[src/rtl/hbr_pkg.sv]
package hbr_pkg;
    localparam int unsigned NREG = 8;
    localparam int unsigned AW   = 3;
    localparam int unsigned DW   = 8;

    typedef enum logic [2:0] {
        ST_IDLE,
        ST_RD_FIRE,
        ST_RD_HOLD,
        ST_WR_HOLD,
        ST_WR_FIRE
    } acc_state_t;
endpackage

[src/rtl/hbr_decode.sv]
module hbr_decode #(
    parameter int unsigned NCH = 4,
    parameter int unsigned CHW = 2
) (
    input  logic            sep_mode,
    input  logic [NCH-1:0]  cs_n,
    input  logic [CHW-1:0]  ch_addr,
    input  logic            rd_n,
    input  logic            wr_n,
    output logic [CHW-1:0]  ch_idx,
    output logic            rd_raw,
    output logic            wr_raw
);
    logic           sel_any;
    logic [CHW-1:0] prio_ch;

    // lowest-numbered active select wins (descending loop, last hit kept)
    always_comb begin
        prio_ch = '0;
        for (int i = NCH - 1; i >= 0; i--) begin
            if (!cs_n[i]) prio_ch = CHW'(i);
        end
    end

    always_comb begin
        if (sep_mode) begin
            sel_any = ~&cs_n;
            ch_idx  = prio_ch;
            rd_raw  = sel_any && !rd_n;
            wr_raw  = sel_any && !wr_n;
        end else begin
            sel_any = !cs_n[0];
            ch_idx  = ch_addr;
            rd_raw  = sel_any && wr_n;
            wr_raw  = sel_any && !wr_n;
        end
    end
endmodule

[src/rtl/hbr_sync2.sv]
module hbr_sync2 #(
    parameter int unsigned W = 2
) (
    input  logic         clk,
    input  logic         rst_n,
    input  logic [W-1:0] async_in,
    output logic [W-1:0] sync_out
);
    logic [W-1:0] meta_q;

    always_ff @(posedge clk or negedge rst_n) begin
        if (!rst_n) begin
            meta_q   <= '0;
            sync_out <= '0;
        end else begin
            meta_q   <= async_in;
            sync_out <= meta_q;
        end
    end
endmodule

[src/rtl/hbr_fsm.sv]
module hbr_fsm
    import hbr_pkg::*;
(
    input  logic clk,
    input  logic rst_n,
    input  logic rd_s,
    input  logic wr_s,
    output logic fire_rd,
    output logic fire_wr
);
    acc_state_t state_q, state_d;

    always_ff @(posedge clk or negedge rst_n) begin
        if (!rst_n) state_q <= ST_IDLE;
        else        state_q <= state_d;
    end

    always_comb begin
        state_d = state_q;
        unique case (state_q)
            ST_IDLE: begin
                if (rd_s)      state_d = ST_RD_FIRE;
                else if (wr_s) state_d = ST_WR_HOLD;
            end
            ST_RD_FIRE: state_d = ST_RD_HOLD;
            ST_RD_HOLD: if (!rd_s) state_d = ST_IDLE;
            ST_WR_HOLD: if (!wr_s) state_d = ST_WR_FIRE;
            ST_WR_FIRE: state_d = ST_IDLE;
            default:    state_d = ST_IDLE;
        endcase
    end

    always_comb begin
        fire_rd = 1'b0;
        fire_wr = 1'b0;
        unique case (state_q)
            ST_RD_FIRE: fire_rd = 1'b1;
            ST_WR_FIRE: fire_wr = 1'b1;
            default: ;
        endcase
    end
endmodule

[src/rtl/hbr_store.sv]
module hbr_store #(
    parameter int unsigned DEPTH = 32,
    parameter int unsigned IW    = 5,
    parameter int unsigned DW    = 8
) (
    input  logic          clk,
    input  logic          rst_n,
    input  logic          we,
    input  logic [IW-1:0] wr_idx,
    input  logic [DW-1:0] wr_data,
    input  logic [IW-1:0] rd_idx,
    output logic [DW-1:0] rd_data
);
    logic [DW-1:0] mem_q [DEPTH];

    always_ff @(posedge clk or negedge rst_n) begin
        if (!rst_n) begin
            for (int i = 0; i < int'(DEPTH); i++) mem_q[i] <= '0;
        end else if (we) begin
            mem_q[wr_idx] <= wr_data;
        end
    end

    assign rd_data = mem_q[rd_idx];
endmodule

[src/rtl/hostbus_regport.sv]
module hostbus_regport
    import hbr_pkg::*;
#(
    parameter int unsigned NCH = 4,
    localparam int unsigned CHW = (NCH > 1) ? $clog2(NCH) : 1,
    localparam int unsigned NPULSE = NCH * NREG,
    localparam int unsigned IW = CHW + AW
) (
    input  logic              clk,
    input  logic              rst_n,
    input  logic              sep_mode,
    input  logic [NCH-1:0]    cs_n,
    input  logic [CHW-1:0]    ch_addr,
    input  logic              rd_n,
    input  logic              wr_n,
    input  logic [AW-1:0]     addr,
    input  logic [DW-1:0]     d_in,
    output logic [DW-1:0]     d_out,
    output logic              d_oe,
    output logic [NPULSE-1:0] rd_pulse,
    output logic [NPULSE-1:0] wr_pulse
);
    logic [CHW-1:0] ch_idx;
    logic           rd_raw, wr_raw;
    logic [1:0]     strobe_s;
    logic           fire_rd, fire_wr;
    logic [IW-1:0]  lat_idx;
    logic [DW-1:0]  lat_data;
    logic [IW-1:0]  live_idx;

    hbr_decode #(.NCH(NCH), .CHW(CHW)) u_decode (
        .sep_mode (sep_mode),
        .cs_n     (cs_n),
        .ch_addr  (ch_addr),
        .rd_n     (rd_n),
        .wr_n     (wr_n),
        .ch_idx   (ch_idx),
        .rd_raw   (rd_raw),
        .wr_raw   (wr_raw)
    );

    hbr_sync2 #(.W(2)) u_sync (
        .clk      (clk),
        .rst_n    (rst_n),
        .async_in ({wr_raw, rd_raw}),
        .sync_out (strobe_s)
    );

    hbr_fsm u_fsm (
        .clk     (clk),
        .rst_n   (rst_n),
        .rd_s    (strobe_s[0]),
        .wr_s    (strobe_s[1]),
        .fire_rd (fire_rd),
        .fire_wr (fire_wr)
    );

    assign live_idx = {ch_idx, addr};

    // address and data are captured while the host holds the access open
    always_ff @(posedge clk or negedge rst_n) begin
        if (!rst_n) begin
            lat_idx  <= '0;
            lat_data <= '0;
        end else begin
            if (rd_raw || wr_raw) lat_idx <= live_idx;
            if (wr_raw)           lat_data <= d_in;
        end
    end

    hbr_store #(.DEPTH(NPULSE), .IW(IW), .DW(DW)) u_store (
        .clk     (clk),
        .rst_n   (rst_n),
        .we      (fire_wr),
        .wr_idx  (lat_idx),
        .wr_data (lat_data),
        .rd_idx  (live_idx),
        .rd_data (d_out)
    );

    assign d_oe = rd_raw;

    for (genvar g = 0; g < int'(NPULSE); g++) begin : g_pulse
        assign rd_pulse[g] = fire_rd && (lat_idx == IW'(g));
        assign wr_pulse[g] = fire_wr && (lat_idx == IW'(g));
    end
endmodule

[config.mk]
export PLATFORM = sky130hd
export DESIGN_NAME = hostbus_regport
export DESIGN_NICKNAME = d
export VERILOG_FILES = /design/src/rtl/hbr_pkg.sv /design/src/rtl/hbr_decode.sv /design/src/rtl/hbr_sync2.sv /design/src/rtl/hbr_fsm.sv /design/src/rtl/hbr_store.sv /design/src/rtl/hostbus_regport.sv
export SDC_FILE = /design/constraint.sdc
export NUM_CORES = 1
export LEC_CHECK = 0
export ABC_AREA = 1
export BUFFER_PORTS_ARGS = -buffer_cell sky130_fd_sc_hd__buf_4
export CELL_PAD_IN_SITES_DETAIL_PLACEMENT = 1
export CELL_PAD_IN_SITES_GLOBAL_PLACEMENT = 1
export CORE_MARGIN = 2
export CORE_UTILIZATION = 30
export CTS_CLUSTER_SIZE = 16
export DETAILED_ROUTE_END_ITERATION = 7
export HOLD_SLACK_MARGIN = 0.15
export PLACE_DENSITY_LB_ADDON = 0.2
export SLEW_MARGIN = 0
export SYNTH_ARGS = -nofsm -noshare
export SYNTH_HDL_FRONTEND = slang
export SYNTH_SLANG_ARGS = --single-unit
export TNS_END_PERCENT = 5
[constraint.sdc]
create_clock -name clk -period 1.8 [get_ports clk]
set_clock_uncertainty 0.05 [all_clocks]
set_input_delay 0.27 -clock clk [delete_from_list [all_inputs] [get_ports clk]]
set_output_delay 0.27 -clock clk [all_outputs]
set_load 0.005 [all_outputs]
# After elaboration in Yosys (flattened, before gate mapping)
# Cells that the tools add are included.
# classes
n_eq_ne	38
order_cmp	3
bitwise_logic	2
mux	20
reduce_logical	78
# ops
cell	count
256-bit bitwise mux	1
5-bit == test (second input constant)	16
1-bit logical AND	69
8-bit binary-select mux with 5-bit select	1
8-bit demux with 5-bit select	1
5-bit by 4-bit == test with 1-bit output (second input constant)	8
8-bit 2-to-1 mux	3
5-bit by 3-bit == test with 1-bit output (second input constant)	4
6-bit greater-or-equal comparator (second input constant)	2
3-bit 2-to-1 mux	4
5-bit inverter with 6-bit output	2
3-bit case mux with 4 select lines	1
5-bit by 2-bit == test with 1-bit output (second input constant)	2
2-bit 2-to-1 mux	5
3-bit by 2-bit == test with 1-bit output (second input constant)	2
6-bit by 1-bit less-than comparator with 1-bit output (second input constant)	1
5-bit by 1-bit == test with 1-bit output (second input constant)	1
5-bit zero test	1
1-bit zero test	4
1-bit 2-to-1 mux	4
2-bit != test (second input constant)	2
4-bit AND reduction	1
3-bit by 1-bit == test with 1-bit output (second input constant)	1
3-bit == test (second input constant)	1
other kinds (4)	4
# word_totals
ff_bits	276
elab_cells	178
output_inout_bits	73

# Depth between registers and ports, before layout
# depth
ltp_word	9
depth_mapped	11
depth_no_buf	9

# Hierarchy
# A second synthesis with hierarchy kept.
# hier_totals
cells_unflattened	1719
area_unflattened_um2	13309.0
# by_module_without_submodules
module	seq_area_each_um2	area_per_inst_um2	cells_per_inst	n_inst
hbr_store	6406.1	11896.4	1491	1
hostbus_regport	325.3	1028.5	173	1
hbr_fsm	75.1	188.9	29	1
hbr_sync2	100.1	100.1	4	1
hbr_decode	0.0	95.1	22	1

# Least setup slack after synthesis
# No wires, ideal clock.
# synth_path
kind	register -> output
from	register u_fsm.state_q[1]
to	output wr_pulse[17]
stages_incl_launch_ff	6
t_required_ns	1.480
arrival_ns	1.406
slack_ns	0.074
path_cell_list	dfrtp_1 -> nor3_4 -> buf_4 -> nand3_1 -> clkbuf_1 -> inv_1
# synth_between
elab_chain_len	3
# synth_lines
element	line_no	rtl
start, declared	hbr_fsm.sv:11	acc_state_t state_q, state_d;
start signal, assigned	hbr_fsm.sv:15	else state_q <= state_d;
3-bit == test	hbr_fsm.sv:36	unique case (state_q)
1-bit 2-to-1 mux	hbr_fsm.sv:36	
1-bit logical AND	hostbus_regport.sv:85	assign wr_pulse[g] = fire_wr && (lat_idx == IW'(g));
end, declared	hostbus_regport.sv:21	output logic [NPULSE-1:0] wr_pulse
# No other way between the ends.

# Worst setup path in the final report
# layout_path
from	register u_fsm.state_q[1]
to	output wr_pulse[9]
# Same word-level chain as after synthesis.

==> summary.md <==
| Metric | Value |
|---|---|
| Seq cells post-synth | 276 |
| TritonCTS clock tree | built |
| Initial Util | 30.6% |
| Initial antenna violation count | 0 |
| Clk slew on worst S/H paths | about 50 ps |
| FFs w/ async S/R, synth | 100% |
| RSZ-0062 raised after global routing | yes |
| Mapped Area | roughly 0.014 mm^2 |
| First-pass GRT wire length | 79.7 mm |
| Commonest cells in the netlist | nand2_1 (668), o21ai_0 (278), dfrtp_1 (276), inv_1 (235), nand3_1 (186) |
| Peak supply drop | between 0.0008 and 0.0009 V |
| Fmax | 448 MHz |
| Placed wire-length estimate | 34.3 mm |
| Setup CP Type | reg2out |
| Detailed-router iteration count before antenna repair | 6 |
| Row count | 77 |
| Crit path max fanout | 17 |
| Period utilization | 124% |
| Setup violators final | 73 |
| Post-route setup slack | -430 ps |
| Pre-CTS WS | -175 ps |
| Vias in the first global route | 13600 |
| Die area | 0.0470 mm^2 |
| Worst path slowest cell | dfrtp_1 |
| Post-route ant nets | 0 |
| R2r endpoint | u_store.mem_q[57]$_DFFE_PN0P_ |
| CTS buffer count | 35 |
| Die Wd | 217 um |
| Drt drc | 0 |
| Number of top-level pins | 95 |
| Syn avg cell area | between 7 and 8 um^2 |
| Crit path DAT | 1910 ps |
| Pin count of the biggest net entering global routing | 67 |
| Input/output buffers | 94 |
| Fillers | 5352 |
| DIE HEIGHT | approximately 220 um |
| Leading area contributor after synthesis | dfrtp_1 |
| Reg-to-Reg Start | u_fsm.state_q[1]$_DFFE_PN0P_ |
| Leakage power | a little under 9 nW |
| Clock period minus worst slack | ~2200 ps |
| # nets final | about 2100 |
| CTS sink cnt | 276 |
| Fin area | 0.0182 mm^2 |
| CP Cell Sequence | nor3_4 > buf_12 > buf_12 > nand2_1 > buf_12 > inv_1 > buf_4 |
| Core area | 0.0444 mm^2 |
| Post-Syn Instances | about 1900 |
| Via count | 13000 |
| Pwr dens | 984 mW/mm^2 |
| Most numerous cell in the Yosys netlist | nand2_1 |
| Gr ovfl total | 0 |
| Share of the synthesized area in the top cell type | 50.9% |
| FF-to-FF setup slack | 0 ps |
| CP required | around 1500 ps |
| Hold crit path type | in2async |
| Net count after synthesis | approximately 1900 |
| Relative slew slack | 72.4% |
| Starting DRT DRC Count | 779 |
| Crit path max-delay family | buffers and inverters |
| Status | finished with violations |
| Worst-case clock buffer depth | 3 |
| CP Launch Type | flop |
| Worst path max stage delay | 400 ps |
| Crit end category | primary output |
| Max_cap viols | 0 |
| Final max-slew violation count | 0 |
| Overall Global Routing Usage | a little over a fifth |
| N_diodes | 0 |
| Synth cell types | 22 |
| EDFF count, synth | 0 |
| P&R area growth vs syn | 33.8% |
| Synth top area cells | dfrtp_1 (51%), nand2_1 (18%), o21ai_0 (10%), nand3_1 (6.9%), inv_1 (6.5%) |
| Failing checks | negative setup slack |
| Routed WL | 50.6 mm |
| Prevailing post-synth register cell | dfrtp_1 |
| Final Hold Viols | 0 |
| Clock Root Buffer | clkbuf_16 |
| Dpl cell area | 0.0162 mm^2 |
| CP bufs+invs | 5 |
| Layout cells sized above 1 | 21.4% |
| Vias per cell | 4.86 |
| H-tree levels | 2 |
| WL/cell | 18.9 um |
| R2R cell count | 10 |
| Clock Latency Late Sink | 560 ps |
| Slew @ Worst Pin | 410 ps |
| Most common cell on crit path | buf_12 |
| Gpl congestion | 0.827 |
| Post-synthesis sequential area ratio | 50.9% |
| Synthesis Warnings | 0 |
## timing repair
action                                 4_1_cts  5_1_grt
endpoints found under the hold margin      285        0
pin swaps                                   11        6
resized for setup                          105       68
buffers inserted                            12        7
hold buffers                                11        0
setup endpoints to repair                   86      125
## how the worst max path moves through the flow
stage,start,to,slack (ps),cells past startpoint
after floorplan,u_fsm.state_q[1]$_DFFE_PN0P_,wr_pulse[17],70,5
after global placement,addr[0],d_out[3],-190,11
after detailed placement,addr[0],d_out[6],-180,12
after CTS,lat_idx[2]$_DFFE_PN0P_,wr_pulse[8],-470,8
after global routing,u_fsm.state_q[1]$_DFFE_PN0P_,wr_pulse[4],-520,7
final,u_fsm.state_q[1]$_DFFE_PN0P_,wr_pulse[9],-430,7
## worst register-to-register path, delay by kind of cell (launching register included)
family          cells  cell delay (ps)
buf+inv             6              730
simple gates        3              410
flops               1              400
compound gates      1               80
## power breakdown
group	internal, mW	total [mW]	switching (mW)
clock	3.90	6.71	2.81
sequential	7.01	7.51	0.504
combinational	1.38	3.65	2.27
total	12.3	17.9	5.58
## layout make-up
cell class	instances	area [um^2]	share of cell area, %
flip-flops and latches	276	6910	38.0
multi-input cells	1235	5840	32.2
repair buffers	268	2680	14.7
clock buffers	54	1020	5.60
inverters	240	925	5.09
well taps	592	741	4.08
clock inverters	7	53.8	0.296
## metrics by stage
step | utilization (%) | setup TNS (ps) | hold WS (ps) | std cells | power, mW
floorplan | - | 0 | -75.6 | 1863 | 9.30
global placement | 36.5 | -1220 | 152 | 2581 | 10.8
detailed placement | 36.5 | -1600 | 154 | 2581 | 10.9
CTS | 40.3 | -27010 | 168 | 2665 | 18.0
global route | 40.9 | -30710 | 190 | 2672 | 18.9
finish | 40.9 | -23080 | 173 | 2672 | 17.9
## registers in the layout (all words and copies together) (netlist names)
| signal | flops |
|---|---|
| u_sync.sync_out | 2 |
| u_fsm.state_q | 3 |
| u_store.mem_q | 256 |
| u_sync.meta_q | 2 |
| lat_idx | 5 |
| lat_data | 8 |
## metal layers
metal	GRT usage, %	routed length (um)	vias to the layer above
met5	0	0	-
met4	5.73	1170	0
met2	35.3	22700	236
met1	30.8	24400	6476
met3	3.44	2210	68
li1	-	-	6201
## cell usage in the layout, fill, tap and decap left out, types with 3 or more instances in the layout
cell type,count
a21oi_1,4
buf_12,45
buf_4,195
buf_6,14
buf_8,3
clkbuf_1,13
clkbuf_16,36
clkbuf_8,5
clkinv_2,5
clkinv_4,3
dfrtp_1,272
dfrtp_2,4
dlygate4sd3_1,11
inv_1,217
inv_2,15
inv_4,3
nand2_1,641
nand2_2,25
nand3_1,139
nand3_2,43
nand3_4,4
nand4_1,6
nor2_1,43
nor2_2,10
nor2_4,6
nor3_1,9
nor3_2,20
o21ai_0,272
o21ai_1,5
## logic make-up (layout without fill, tap and decap cells)
group / Yosys count / after routing / share of synthesized area, %
flops: 276 / 276 / 50.9
simple gates: 952 / 952 / 28.9
buf+inv: 352 / 569 / 9.83
compound gates: 283 / 283 / 10.4
(Power assumes the default switching activity.)
